==> src/rtl/gate_ctrl_pkg.sv <==
package gate_ctrl_pkg;
  typedef enum logic [1:0] {
    ST_OFF    = 2'd0,
    ST_PRIME  = 2'd1,
    ST_SWITCH = 2'd2
  } gate_state_e;
endpackage

==> src/rtl/gate_arm_qual.sv <==
module gate_arm_qual #(
  parameter int unsigned ARM_PULSES = 2
) (
  input  logic clk_i,
  input  logic rst_ni,
  input  logic pwm_i,
  input  logic run_i,
  output logic armed_o
);
  localparam int unsigned CW = $clog2(ARM_PULSES + 1);

  logic          pwm_d;
  logic [CW-1:0] cnt_q;
  logic          rise;

  assign rise    = pwm_i & ~pwm_d;
  assign armed_o = (cnt_q == CW'(ARM_PULSES));

  always_ff @(posedge clk_i or negedge rst_ni) begin
    if (!rst_ni) begin
      pwm_d <= 1'b0;
      cnt_q <= '0;
    end else begin
      pwm_d <= pwm_i;
      if (!run_i)
        cnt_q <= '0;
      else if (rise && !armed_o)
        cnt_q <= cnt_q + 1'b1;
    end
  end
endmodule

==> src/rtl/gate_refresh_watch.sv <==
module gate_refresh_watch #(
  parameter int unsigned REFRESH_PERIODS = 64
) (
  input  logic clk_i,
  input  logic rst_ni,
  input  logic active_i,
  input  logic pwm_i,
  input  logic half_i,
  output logic refresh_o
);
  localparam int unsigned LIMIT = 2 * REFRESH_PERIODS;
  localparam int unsigned CW    = $clog2(LIMIT);

  logic [CW-1:0] cnt_q;
  logic          refresh_q;

  assign refresh_o = refresh_q;

  always_ff @(posedge clk_i or negedge rst_ni) begin
    if (!rst_ni) begin
      cnt_q     <= '0;
      refresh_q <= 1'b0;
    end else if (!active_i || !pwm_i) begin
      cnt_q     <= '0;
      refresh_q <= 1'b0;
    end else if (refresh_q) begin
      cnt_q <= '0;
      if (half_i) refresh_q <= 1'b0;
    end else if (half_i) begin
      if (cnt_q == CW'(LIMIT - 1)) begin
        cnt_q     <= '0;
        refresh_q <= 1'b1;
      end else begin
        cnt_q <= cnt_q + 1'b1;
      end
    end
  end
endmodule

==> src/rtl/gate_sequencer.sv <==
module gate_sequencer
  import gate_ctrl_pkg::*;
(
  input  logic clk_i,
  input  logic rst_ni,
  input  logic run_i,
  input  logic pwm_i,
  input  logic armed_i,
  input  logic refresh_i,
  output logic switching_o,
  output logic hs_o,
  output logic ls_o
);
  gate_state_e state_q, state_n;
  logic        hs_q, ls_q, hs_n, ls_n;
  logic        want_hs, want_ls;

  assign want_hs     = pwm_i & ~refresh_i;
  assign want_ls     = ~pwm_i | refresh_i;
  assign switching_o = (state_q == ST_SWITCH);
  assign hs_o        = hs_q;
  assign ls_o        = ls_q;

  always_comb begin
    state_n = state_q;
    hs_n    = 1'b0;
    ls_n    = 1'b0;
    unique case (state_q)
      ST_OFF:    if (armed_i) state_n = ST_PRIME;
      ST_PRIME: begin
        ls_n    = ~hs_q;  // bootstrap charge before any high-side pulse
        state_n = ST_SWITCH;
      end
      ST_SWITCH: begin
        hs_n = want_hs & ~ls_q;  // break-before-make: one clock gap
        ls_n = want_ls & ~hs_q;
      end
      default:   state_n = ST_OFF;
    endcase
    if (!run_i) begin
      state_n = ST_OFF;
      hs_n    = 1'b0;
      ls_n    = 1'b0;
    end
  end

  always_ff @(posedge clk_i or negedge rst_ni) begin
    if (!rst_ni) begin
      state_q <= ST_OFF;
      hs_q    <= 1'b0;
      ls_q    <= 1'b0;
    end else begin
      state_q <= state_n;
      hs_q    <= hs_n;
      ls_q    <= ls_n;
    end
  end
endmodule

==> src/rtl/prebias_gate_ctrl.sv <==
module prebias_gate_ctrl #(
  parameter int unsigned ARM_PULSES      = 2,
  parameter int unsigned REFRESH_PERIODS = 64
) (
  input  logic clk_i,
  input  logic rst_ni,
  input  logic pwm_i,
  input  logic run_i,
  input  logic half_i,
  output logic hs_o,
  output logic ls_o
);
  logic armed, refresh, switching;

  gate_arm_qual #(.ARM_PULSES(ARM_PULSES)) u_arm (
    .clk_i   (clk_i),
    .rst_ni  (rst_ni),
    .pwm_i   (pwm_i),
    .run_i   (run_i),
    .armed_o (armed)
  );

  gate_refresh_watch #(.REFRESH_PERIODS(REFRESH_PERIODS)) u_watch (
    .clk_i     (clk_i),
    .rst_ni    (rst_ni),
    .active_i  (switching),
    .pwm_i     (pwm_i),
    .half_i    (half_i),
    .refresh_o (refresh)
  );

  gate_sequencer u_seq (
    .clk_i       (clk_i),
    .rst_ni      (rst_ni),
    .run_i       (run_i),
    .pwm_i       (pwm_i),
    .armed_i     (armed),
    .refresh_i   (refresh),
    .switching_o (switching),
    .hs_o        (hs_o),
    .ls_o        (ls_o)
  );
endmodule

==> config.mk <==
export PLATFORM = sky130hd
export DESIGN_NAME = prebias_gate_ctrl
export DESIGN_NICKNAME = d
export VERILOG_FILES = /design/src/rtl/gate_ctrl_pkg.sv /design/src/rtl/gate_arm_qual.sv /design/src/rtl/gate_refresh_watch.sv /design/src/rtl/gate_sequencer.sv /design/src/rtl/prebias_gate_ctrl.sv
export SDC_FILE = /design/constraint.sdc
export NUM_CORES = 1
export LEC_CHECK = 0
export BUFFER_PORTS_ARGS = -buffer_cell sky130_fd_sc_hd__buf_2
export CORE_MARGIN = 5
export CORE_UTILIZATION = 25
export DETAILED_ROUTE_END_ITERATION = 16
export PLACE_DENSITY_LB_ADDON = 0.2
export REMOVE_ABC_BUFFERS = 1
export SETUP_SLACK_MARGIN = 0.1
export SLEW_MARGIN = 30
export SYNTH_ARGS = -nofsm -noshare
export SYNTH_HDL_FRONTEND = slang
export SYNTH_SLANG_ARGS = --single-unit
==> constraint.sdc <==
create_clock -name clk_i -period 2.26 [get_ports clk_i]
set_clock_uncertainty 0.05 [all_clocks]
set_input_delay 0.113 -clock clk_i [delete_from_list [all_inputs] [get_ports clk_i]]
set_output_delay 0.113 -clock clk_i [all_outputs]
set_load 0.02 [all_outputs]
=== Word-level counts from Yosys, hierarchy flattened ===
Cells that the tools add are included.

* Register bits after elaboration: 15
* Bits of input ports: 5
* Output and inout port bits: 2
* Word-level logic and storage cells: 52

* $add $sub $neg: 2
* Equality and inequality tests: 7
* Mux-type cells: 18
* Bitwise gates (word level): 10
* Reduce and logical (&&, ||, !) cells: 8

{| class="wikitable"
|+ Operator list
! kind !! number
|-
| 7-bit two-way mux || 4
|-
| 1-bit two-way mux || 8
|-
| 2-bit two-way mux || 4
|-
| 7-bit by 1-bit adder with 7-bit output, second input constant || 1
|-
| 7-bit equality test, second input constant || 1
|-
| 2-bit one-hot mux with 3 select lines || 1
|-
| 1-bit NOT || 5
|-
| 1-bit bitwise AND || 4
|-
| 2-bit equality test, second input constant || 2
|-
| 1-bit zero test || 3
|-
| 3-bit != test, second input constant || 1
|-
| 3-bit nonzero test || 1
|-
| 2-bit by 1-bit adder with 2-bit output, second input constant || 1
|-
| 2-bit by 1-bit equality test with 1-bit output, second input constant || 1
|-
| 2-bit zero test || 1
|-
| 2-bit by 1-bit != test with 1-bit output, second input constant || 1
|-
| 2-bit != test, second input constant || 1
|-
| 1-bit one-hot mux with 2 select lines || 1
|-
| 2-bit AND reduction || 1
|-
| 1-bit logical AND || 1
|-
| 1-bit logical OR || 1
|-
| 1-bit bitwise OR || 1
|}

=== Logic depth before layout (Yosys ltp) ===
Gate-level depths: netlist (run 1).

* Depth after elaboration: 5
* Gate-level depth with buffers: 6
* Mapped depth without buffers: 5

=== Cells and area by module ===
From an unflattened synthesis (run 1), not the netlist that was laid out.

* Cells, all modules: 80
* Area total of the unflattened synthesis: 809.5 sq um

{| class="wikitable"
|+ By module, submodules not included
! module !! instances !! cells an instance !! area each (sq um) !! sequential area each (sq um)
|-
| gate_refresh_watch || 1 || 46 || 422.9 || 200.2
|-
| gate_sequencer || 1 || 22 || 236.5 || 100.1
|-
| gate_arm_qual || 1 || 12 || 150.1 || 75.1
|}

=== Least setup slack after synthesis (run 1) ===
No wires, ideal clock.

* Path type: reg-to-reg
* Start point: reg u_seq.state_q[0]
* End point: reg u_watch.cnt_q[3]
* Setup time: 0.099 ns
* Arrival time: 1.319 ns
* Data required time: 2.111 ns
* Setup slack: 0.792 ns
* Cell stages (with the launch flop): 7
* Path buffers: 1
* Period minus slack after synthesis: 1.468 ns
* Cell sequence: dfrtp_1 inv_1 ha_1 nand2_1 or2_2 clkbuf_1 a311oi_1

* Cells in the longest elaborated chain, start to end: 4
* Elaborated cells between the ends (all ways): 5
* Classes of those cells: 1 x eq/ne; 1 x mux; 3 x reduce/logical

{| class="wikitable"
|+ RTL lines
! item !! RTL line !! text
|-
| start, declared || gate_sequencer.sv:14 || <nowiki>gate_state_e state_q, state_n;</nowiki>
|-
| start signal, assigned || gate_sequencer.sv:53 || <nowiki>state_q <= state_n;</nowiki>
|-
| 2-bit equality test * || gate_sequencer.sv:20 || <nowiki>assign switching_o = (state_q == ST_SWITCH);</nowiki>
|-
| 1-bit zero test * || gate_refresh_watch.sv:23 || <nowiki>end else if (!active_i || !pwm_i) begin</nowiki>
|-
| 1-bit logical OR * || gate_refresh_watch.sv:23 ||
|-
| 3-bit nonzero test (no line) or 7-bit two-way mux (tied branches) || n/a ||
|-
| end signal, assigned || gate_refresh_watch.sv:34 || <nowiki>cnt_q <= cnt_q + 1'b1;</nowiki>
|-
| end, declared || gate_refresh_watch.sv:14 || <nowiki>logic [CW-1:0] cnt_q;</nowiki>
|}

Every way passes the cells marked *; elsewhere a longest branch is shown, timed or not.
A chain may end at the register's enable or synchronous reset.

=== Worst setup path in the final report (run 1) ===
Ends and elaborated chain as after synthesis.

==> run metrics, run 1 <==
status completed; Sequential Area 375.4 um^2; Row Count 20; Top Usage Layer GRT met2; I/O pins 7; area leader, netlist dfrtp_1; Post-Syn Area roughly 770 um^2; input/output buffers 6; ANT cells 0; CTS HTree Levels 1; Lkg Pwr around 0.37 nW; per-cell routed wire length 11.73 um; GP Congestion around 0.73; worst r2r src u_seq.state_q[0]$_DFFE_PN0P_; reg2reg path depth 5; Hold Path Stages 3; Pre-Repair DR Iteration Count 4; Filler cells 325; Clock Pin Slew Worst Setup and Hold Paths 0.10 ns; synth unique cells 29; Worst Path Required between 2 and 2.5 ns; deepest clock path buffer count 2; PwrDens 530.4 nW/um^2; grt met2 use between 10 and 15%; Crit Path Max Fanout 8; Final ANT Viol Nets 0; Syn. warnings 0; fin crit period 1.553 ns; Synth Register Bits 15; ys flop type dfrtp_1; Post-synth EDFFs 0; Rel. slew slack 74.85%; hold endpoint u_seq.ls_o$_DFF_PN0_; Vias ~560; sequential group share of total power slightly below 60%; Max IR drop VDD around 180 uV; Final HPWL DP just over 1000 um; Post-Route WL approximately 1400 um; vias per cell between 4 and 5; Slew Viols, Final 0; setup_tns 0 ns; Commonest cells post-synth 15 x dfrtp_1, 7 x inv_1, 7 x nand2_1; final routed DRC violation total 0; r2r setup slk around 0.7 ns; switching pwr approximately 0.00011 W; RSZ-0062 raised after global routing no; met1 Use GR a little under a tenth; Layout area overhead 14.33%; Crit Path Class flip-flop to flip-flop; synthesized area per cell 9.977 um^2; met3 Usage GRT under 10%; R2R Path End u_watch.cnt_q[3]$_DFFE_PN0P_; GRT Residual Overflow 0; GRT Total Usage ~7.7%; Hold Crit Start run_i; Fmax ~0.64 GHz; CTS tree yes; clk_lat worst skew 0.29 ns; Fin Hold WS a little over 0.04 ns; largest net degree at the start of global routing 16; starting DRC count in detailed routing 27; first-pass GRT wire length about 2500 um; most frequent cell after synthesis dfrtp_1; Comb pwr share about 7.7%; Seq/Total Area, Yosys around half; Worst setup SP type flip-flop; DIE HEIGHT between 60 and 70 um; post-synth top area share around half; final net count 98; DIE AREA ~4300 um^2; Hold Path Class primary input to flip-flop; Root Driver clkbuf_4; ys async rst share 100.0%; CTS Sinks 15; vias in the first global route ~570; end-of-flow core utilization a little under 30%; core box area between 3000 and 4000 um^2; layout cells sized above 1 between 10% and 20%; endpoints failing setup 0; Critical Path End Type flip-flop; multi-input logic area 357.8 um^2; crit path DAT 1.69 ns; largest cells by area after synthesis dfrtp_1 49%, ha_1 8.1%, inv_1 3.4%, nand2_1 3.4%, a21oi_1 3.3%; starting density of the core between 20% and 30%; worst-margin pin slew around 0.38 ns; initial antenna violation count 0; Switching Share 24.10%; synthesized instance count between 70 and 80; Max-cap violations 0; CTS buffer count 3; Final Cycle Share 68.74%; clock power share about 34%; final hold vios 0; internal cell power approximately 0.00035 W; die width about 65 um
layout by cell type (no fill, tap or decap), types with 2 or more instances in the layout:
cell,count
nor2_1,4
nor3b_1,2
inv_1,7
buf_2,6
and2_1,2
mux2i_1,2
xor2_1,2
o21ai_0,5
dfrtp_1,15
a21oi_1,5
nand2_1,7
clkbuf_4,3
nand3_1,2
dlygate4sd3_1,2
a311oi_1,2
nor2b_1,2
ha_1,5
flip-flops by register name, summed over array words and instances, names as in the netlist:
name and count:
u_seq.state_q 2, u_watch.refresh_o 1, u_seq.ls_o 1, u_seq.hs_o 1, u_watch.cnt_q 7, u_arm.pwm_d 1, u_arm.cnt_q 2
power by group through the flow:
stage          Combinational [W]  Sequential, W  Clock (W)
3_3_place_gp           0.0000339       0.000279          0
5_1_grt                0.0000423       0.000275   0.000187
6_report               0.0000357       0.000274   0.000156
3_5_place_dp           0.0000341       0.000279          0
4_1_cts                0.0000366       0.000274   0.000167
2_1_floorplan          0.0000180       0.000279          0
per-stage QoR:
step	std cells	setup WS [ns]	total power, W	instance area, um^2
6_report	120	0.7065	0.0004659	878.3
5_1_grt	120	0.4975	0.0005047	878.3
4_1_cts	120	0.6886	0.0004783	878.3
3_5_place_dp	114	0.7269	0.0003135	830.8
3_3_place_gp	114	0.7893	0.0003133	830.8
2_1_floorplan	75	0.8871	0.0002973	759.5
critical path, cell delays in order (launching register included):
cell and delay [ns]:
dfrtp_1 0.41, inv_1 0.08, ha_1 0.23, nand2_1 0.09
or2_2 0.36, a311oi_1 0.23
final cells by class:
| cell class | instances | share of cell area (%) |
|---|---|---|
| clock buffers | 3 | 2.564 |
| clock inverters | 1 | 0.5698 |
| inverters | 7 | 2.991 |
| multi-input cells | 53 | 40.74 |
| flip-flops and latches | 15 | 42.74 |
| well taps | 33 | 4.701 |
| repair buffers | 8 | 5.698 |
worst max path at each step:
stage	slack, ns	cells after the start	end	from
global placement	0.79	4	u_watch.refresh_o$_DFF_PN0_	u_watch.cnt_q[0]$_DFFE_PN0P_
CTS	0.69	5	u_watch.cnt_q[3]$_DFFE_PN0P_	u_seq.state_q[0]$_DFFE_PN0P_
global route	0.50	5	u_watch.cnt_q[3]$_DFFE_PN0P_	u_seq.state_q[0]$_DFFE_PN0P_
finish	0.71	5	u_watch.cnt_q[3]$_DFFE_PN0P_	u_seq.state_q[0]$_DFFE_PN0P_
floorplan	0.89	5	u_watch.cnt_q[3]$_DFFE_PN0P_	u_seq.state_q[0]$_DFFE_PN0P_
detailed placement	0.73	5	u_watch.cnt_q[5]$_DFFE_PN0P_	u_seq.state_q[0]$_DFFE_PN0P_
per-layer routing:
metal  routed length (um)  vias up
li1                     -      288
met2                  654        8
met5                    0        -
met4                    6        0
met1                  664      261
met3                   83        2
cells by family after synthesis:
kind of cell | Yosys count | synth area share (%)
mux | 2 | 2.606
flops | 15 | 48.86
simple gates | 27 | 19.54
xor+xnor | 3 | 3.421
buf+inv | 9 | 4.560
fa+ha+maj | 5 | 8.143
compound gates | 16 | 12.87
repair_timing:
action,CTS,global route
resized for setup,0,0
hold buffers,2,0
setup endpoints to repair,0,0
setup buffers,0,0
endpoints found under the hold margin,16,0
(Power assumes the default switching activity.)
==> run 2: changes to the inputs <==
ABC_AREA = 1   (was not set)
clock period = 1.5 ns   (was 2.26 ns; I/O delays follow)
==> run 2 against run 1 <==
Routed wire length rose by 6.1%. Combinational power rose to 6.5 times the previous value. First-iteration DRC count fell by 3.7%. Area after synthesis fell by 0.49%. Register-to-register slack got worse by 0.51 ns. Final cell count rose by 16%. Clock-buffer cell count rose by 1. Largest cell class is now multi-input gates.
==> run metrics, run 2 <==
Pre-Repair DR Iteration Count 4 (unchanged); Synth Register Bits 15 (unchanged); Max IR drop VDD 599.7 uV (+240%); crit path DAT 1.48 ns (-0.21 ns); per-cell routed wire length 10.75 um (-8.4%); Row Count 20 (unchanged); Synth Area in Compound Gates 8.511% (-4.4 points); final net count 117 (+19%); mux share of post-synthesis cell area 0% (-2.6 points); reg2reg path depth 6 (+1); Slew Viols, Final 0 (unchanged); most frequent cells in the layout 26 x nand2_1, 15 x dfrtp_1, 11 x inv_1; GRT Total Usage 7.277% (-0.47 points); vias in the first global route 563 (-0.71%); input/output buffers 6 (unchanged); Root Driver clkbuf_4; Worst Setup SP u_seq.state_q[0]$_DFFE_PN0P_; GRT Residual Overflow 0 (unchanged); DIE AREA 4264 um^2 (-0.41%); CTS HTree Levels 1 (unchanged); Top Registers u_watch.cnt_q (7), u_arm.cnt_q (2), u_seq.state_q (2); Worst setup SP type flip-flop; ys flop type dfrtp_1; core box area 3003 um^2 (unchanged); Fmax 0.7654 GHz (+19%); CTS Sinks 15 (unchanged); Final HPWL DP 1097 um (+6.0%); Post-Syn Area 764.5 um^2 (-0.49%); GP Congestion 0.7473 (+3.0%); Worst Path Required 1.68 ns (-0.71 ns); most common cell after layout, fill and taps aside nand2_1; Final ANT Viol Nets 0 (unchanged); Vias 636 (+14%); Post-DP Area 835.8 um^2 (+0.60%); starting density of the core 25.46% (-0.13 points); Commonest cells post-synth 26 x nand2_1, 15 x dfrtp_1, 12 x inv_1, 8 x nand3_1, 6 x a21oi_1; PwrDens 980.7 nW/um^2 (+85%); Filler cells 318 (-2.2%); Post-synth EDFFs 0 (unchanged); worst-margin pin slew 0.3453 ns (-0.03104 ns); initial antenna violation count 0 (unchanged); Crit Path Max Fanout 6 (-2); XOR/XNOR Fraction of Synth Area 1.146% (-2.3 points); first-pass GRT wire length 2401 um (-5.7%); max FFs per register 7 (unchanged); Post-Route WL 1494 um (+6.1%); Fin Hold WS 0.02835 ns (-0.01288 ns); Clock Pin Slew Worst Setup and Hold Paths 0.09 ns (about the same); RSZ-0062 raised after global routing no; I/O pins 7 (unchanged); worst r2r src u_seq.state_q[0]$_DFFE_PN0P_; Final Cycle Share 87.10% (+18 points); Top reg by flops u_watch.cnt_q; ANT cells 0 (unchanged); final hold vios 0 (unchanged); synth unique cells 18 (-38%); endpoints failing setup 0 (unchanged); starting DRC count in detailed routing 26 (-3.7%); post-synth top area share 49.10% (+0.24 points); vias per cell 4.576 (-1.8%); fin crit period 1.306 ns (-0.2470 ns); Hold Crit Start run_i; most frequent cell after synthesis nand2_1; largest net degree at the start of global routing 16 (unchanged); Crit Path Class flip-flop to flip-flop; largest cells by area after synthesis dfrtp_1 49%, nand2_1 13%, ha_1 8.2%, inv_1 5.9%, nand3_1 5.2%; DIE HEIGHT 65.30 um (-0.21%); Lkg Pwr 0.4717 nW (+27%); Seq/Total Area, Yosys 49.10% (+0.24 points); r2r setup slk 0.19 ns (-0.51 ns); Rel. slew slack 76.98% (+2.1 points); largest family of logic cells by synthesized area simple AND/OR/NAND/NOR gates; layout cells sized above 1 17.92% (+3.0 points); Layout area overhead 23.08%; synthesized area per cell 8.401 um^2 (-16%); ys async rst share 100.0% (unchanged); Hold Path Class primary input to flip-flop; status completed; area leader, netlist dfrtp_1; clk_lat worst skew 0.28 ns (about the same); final instance area 940.9 um^2 (+7.1%); Max-cap violations 0 (unchanged); CTS buffer count 3 (unchanged); Syn. warnings 0 (unchanged); deepest clock path buffer count 2 (unchanged); Critical Path End Type flip-flop; post-synthesis adder-cell area fraction 8.183% (+0.040 points); die width 65.30 um (-0.21%); simple-gate share of the synthesized area 27.17% (+7.6 points); final routed DRC violation total 0 (unchanged); CTS tree yes; Hold Path Stages 3 (unchanged); setup_tns 0 ns (unchanged); synthesized instance count 91 (+18%)
## run 2: layer usage
layer / GRT usage [%] / share of wire, % / wire [um]
met1: 8.599 / 47 / 708
met4: 0.7772 / 0 / 0
met2: 12.26 / 48 / 722
met5: 0 / 0 / 0
met3: 3.590 / 4.3 / 64
## run 2: per-stage QoR
step	setup slack, ns	utilization (%)	power, W	cells
2_1_floorplan	0.2661	-	0.0005911	91
3_3_place_gp	0.1340	27.83	0.0006458	130
3_5_place_dp	0.05398	27.83	0.0006479	130
4_1_cts	0.1005	29.75	0.0008945	136
5_1_grt	0.1060	31.33	0.0009860	139
6_report	0.1935	31.33	0.0009228	139
## run 2: worst max-delay path: stages, from the launching register on
cell	delay, ns
dfrtp_1	0.40
inv_2	0.10
ha_4	0.18
nand2_4	0.07
nor3_4	0.29
nand2_1	0.09
nand2_1	0.08
## run 2: cell type report
cell class | count | area, um^2 | share of cell area, %
clock buffer | 4 | 26.28 | 2.793
inverter | 12 | 45.04 | 4.787
multi-input combinational | 64 | 380.4 | 40.43
sequential | 15 | 375.4 | 39.89
tap | 33 | 41.29 | 4.388
timing repair buffer | 11 | 72.57 | 7.713
## run 2: path summary, 6_finish.rpt
kind / endpoint
worst max-delay path: u_watch.cnt_q[5]$_DFFE_PN0P_
worst min-delay path: u_seq.ls_o$_DFF_PN0_
worst max register to register: u_watch.cnt_q[5]$_DFFE_PN0P_
worst min register to register: u_seq.hs_o$_DFF_PN0_
max in group asynchronous: u_seq.ls_o$_DFF_PN0_
min in group asynchronous: u_watch.cnt_q[5]$_DFFE_PN0P_
## run 2: kinds of logic (layout without fill, tap and decap cells)
| logic type | Yosys count | after routing |
|---|---|---|
| AO/OA/AOI/OAI | 12 | 12 |
| XOR/XNOR | 1 | 1 |
| buffers and inverters | 12 | 27 |
| AND/OR/NAND/NOR | 46 | 46 |
| flip-flops | 15 | 15 |
| adder cells (fa/ha/maj) | 5 | 5 |
## run 2: what timing repair did
| item | in CTS | in global routing |
|---|---|---|
| pin swaps | 0 | 2 |
| gates resized for setup | 2 | 6 |
| endpoints found under the hold margin | 16 | 0 |
| hold buffers | 2 | 0 |
| setup buffers | 0 | 3 |
| endpoints found under the setup margin | 6 | 10 |
## run 2: power by group
group / internal, W / total, W / switching (W) / leakage [nW]
Clock: 0.000103 / 0.000229 / 0.000126 / 0.0150
Sequential: 0.000436 / 0.000461 / 0.0000246 / 0.204
Combinational: 0.0000954 / 0.000233 / 0.000137 / 0.252
Total: 0.000635 / 0.000923 / 0.000288 / 0.472
==> run 3: changes to the inputs <==
BUFFER_PORTS_ARGS = not set   (was -buffer_cell sky130_fd_sc_hd__buf_2)
DONT_BUFFER_PORTS = 1   (was not set)
clock period = 1.49 ns   (was 1.5 ns; I/O delays follow)
==> run 3 against run 2 <==
Setup slack gained 0.0022 ns. Global-route usage rose by 1.3 points. Utilization did not move. Sequential cell count did not move. Clock-buffer cell count decreased by 1. Largest power group unchanged.
==> run metrics, run 3 (same netlist as run 2, synthesis figures left out) <==
fin crit period 1.294 ns (-0.01216 ns); starting density of the core 25.46% (unchanged); GRT Residual Overflow 0 (unchanged); Slew Viols, Final 0 (unchanged); Rel. slew slack 52.64% (-24 points); Final Cycle Share 86.87% (-0.23 points); Worst setup SP type flip-flop; RSZ-0062 raised after global routing yes; Crit Path Class flip-flop to flip-flop; Top Usage Layer GRT met2; deepest clock path buffer count 2 (unchanged); starting DRC count in detailed routing 41 (+58%); CTS Sinks 15 (unchanged); Vias 609 (-4.2%); met1 Use GR 11.15% (+2.5 points); final routed DRC violation total 0 (unchanged); Root Driver clkbuf_4; CTS HTree Levels 1 (unchanged); endpoints failing setup 0 (unchanged); Clock Pin Slew Worst Setup and Hold Paths 0.10 ns (about the same); most common cell after layout, fill and taps aside nand2_1; Max IR drop VDD 582.3 uV (-2.9%); ANT cells 0 (unchanged); max FFs per register 7 (unchanged); met3 Usage GRT 4.786% (+1.2 points); Top Registers u_watch.cnt_q (7), u_arm.cnt_q (2), u_seq.state_q (2); GRT Total Usage 8.610% (+1.3 points); Worst Path Required 1.68 ns (about the same); I/O pins 7 (unchanged); Hold Path Class primary input to flip-flop; crit path DAT 1.48 ns (about the same); post-place setup slack 0.08069 ns (+0.02671 ns); final net count 113 (-3.4%); Layout area overhead 23.08% (unchanged); PwrDens 1034 nW/um^2 (+5.4%); Fmax 0.7726 GHz (+0.94%); DIE AREA 4264 um^2 (unchanged); Final HPWL DP 1091 um (-0.53%); die width 65.30 um (unchanged); Final ANT Viol Nets 0 (unchanged); grt met2 use 13.02% (+0.76 points); GP Congestion 0.7969 (+6.6%); CTS buffer count 3 (unchanged); core box area 3003 um^2 (unchanged); input/output buffers 0 (-6); Top reg by flops u_watch.cnt_q; vias per cell 4.511 (-1.4%); layout cells sized above 1 15.69% (-2.2 points); Critical Path End Type flip-flop; first-pass GRT wire length 2801 um (+17%); worst-margin pin slew 0.7080 ns (+0.3627 ns); Post-Route WL 1559 um (+4.4%); setup_tns 0 ns (unchanged); clk_lat worst skew 0.29 ns (about the same); Crit Path Max Fanout 5 (-1); CTS tree yes; initial antenna violation count 0 (unchanged); Row Count 20 (unchanged); per-cell routed wire length 11.55 um (+7.4%); Pre-Repair DR Iteration Count 4 (unchanged); vias in the first global route 619 (+9.9%); Lkg Pwr 0.4566 nW (-3.2%); most frequent cells in the layout 26 x nand2_1, 15 x dfrtp_1, 11 x inv_1; final worst slack 0.1957 ns (+0.002162 ns); final hold vios 0 (unchanged); status completed; largest net degree at the start of global routing 16 (unchanged); DIE HEIGHT 65.30 um (unchanged); Hold Path Stages 4 (+1); Max-cap violations 0 (unchanged); reg2reg path depth 6 (unchanged)
run 3: layer usage:
metal,vias to the layer above,share of wire [%],routed length [um]
met5,-,0,0
met4,0,0,0
met3,0,6.3,98
met2,12,45,706
met1,276,48,754
li1,321,-,-
run 3: where the power goes:
part	leakage (nW)	internal [W]	switching [W]
Combinational	0.234	0.000116	0.000138
Sequential	0.204	0.000439	0.0000351
Clock	0.0177	0.0000999	0.000145
Total	0.457	0.000655	0.000318
run 3: timing repair:
item	4_1_cts	5_1_grt
gates cloned	0	0
hold buffers	4	0
setup buffers	0	3
hold endpoints to repair	30	0
pin swaps	0	7
setup endpoints to repair	7	10
gates resized for setup	3	7
run 3: path summary, 6_finish.rpt:
kind,start,end,slack (ns)
worst max-delay path,u_seq.state_q[0]$_DFFE_PN0P_,u_watch.cnt_q[5]$_DFFE_PN0P_,0.20
worst min-delay path,pwm_i,u_watch.cnt_q[0]$_DFFE_PN0P_,0.05
worst max register to register,u_seq.state_q[0]$_DFFE_PN0P_,u_watch.cnt_q[5]$_DFFE_PN0P_,0.20
worst min register to register,u_watch.cnt_q[1]$_DFFE_PN0P_,u_watch.cnt_q[1]$_DFFE_PN0P_,0.47
max in group asynchronous,rst_ni,u_watch.cnt_q[4]$_DFFE_PN0P_,0.73
min in group asynchronous,rst_ni,u_watch.cnt_q[3]$_DFFE_PN0P_,0.22
run 3: cell type report:
type | instances | area (um^2)
fillers | 325 | 2062
multi-input cells | 64 | 389.1
flip-flops and latches | 15 | 375.4
repair buffers | 7 | 62.56
inverters | 12 | 45.04
well taps | 33 | 41.29
clock buffers | 3 | 22.52
clock inverters | 1 | 5.005
run 3: through the flow:
step	hold WS [ns]	utilization [%]	total power (W)	cell area, um^2	instances
after CTS	0.04161	29.54	0.0009089	887.1	132
after detailed placement	-0.2703	26.83	0.0006318	805.8	124
final	0.04675	31.33	0.0009729	940.9	135
after global placement	-0.2704	26.83	0.0006264	805.8	124
after global routing	0.06128	31.33	0.001056	940.9	135
after floorplan	-0.2711	-	0.0005950	764.5	91
run 3: critical path, cell delays in order (launching register included):
cell,delay [ns]
dfrtp_1,0.40
inv_2,0.10
ha_4,0.17
nand4_1,0.16
nor2_4,0.20
nand3_1,0.09
nand2_1,0.07
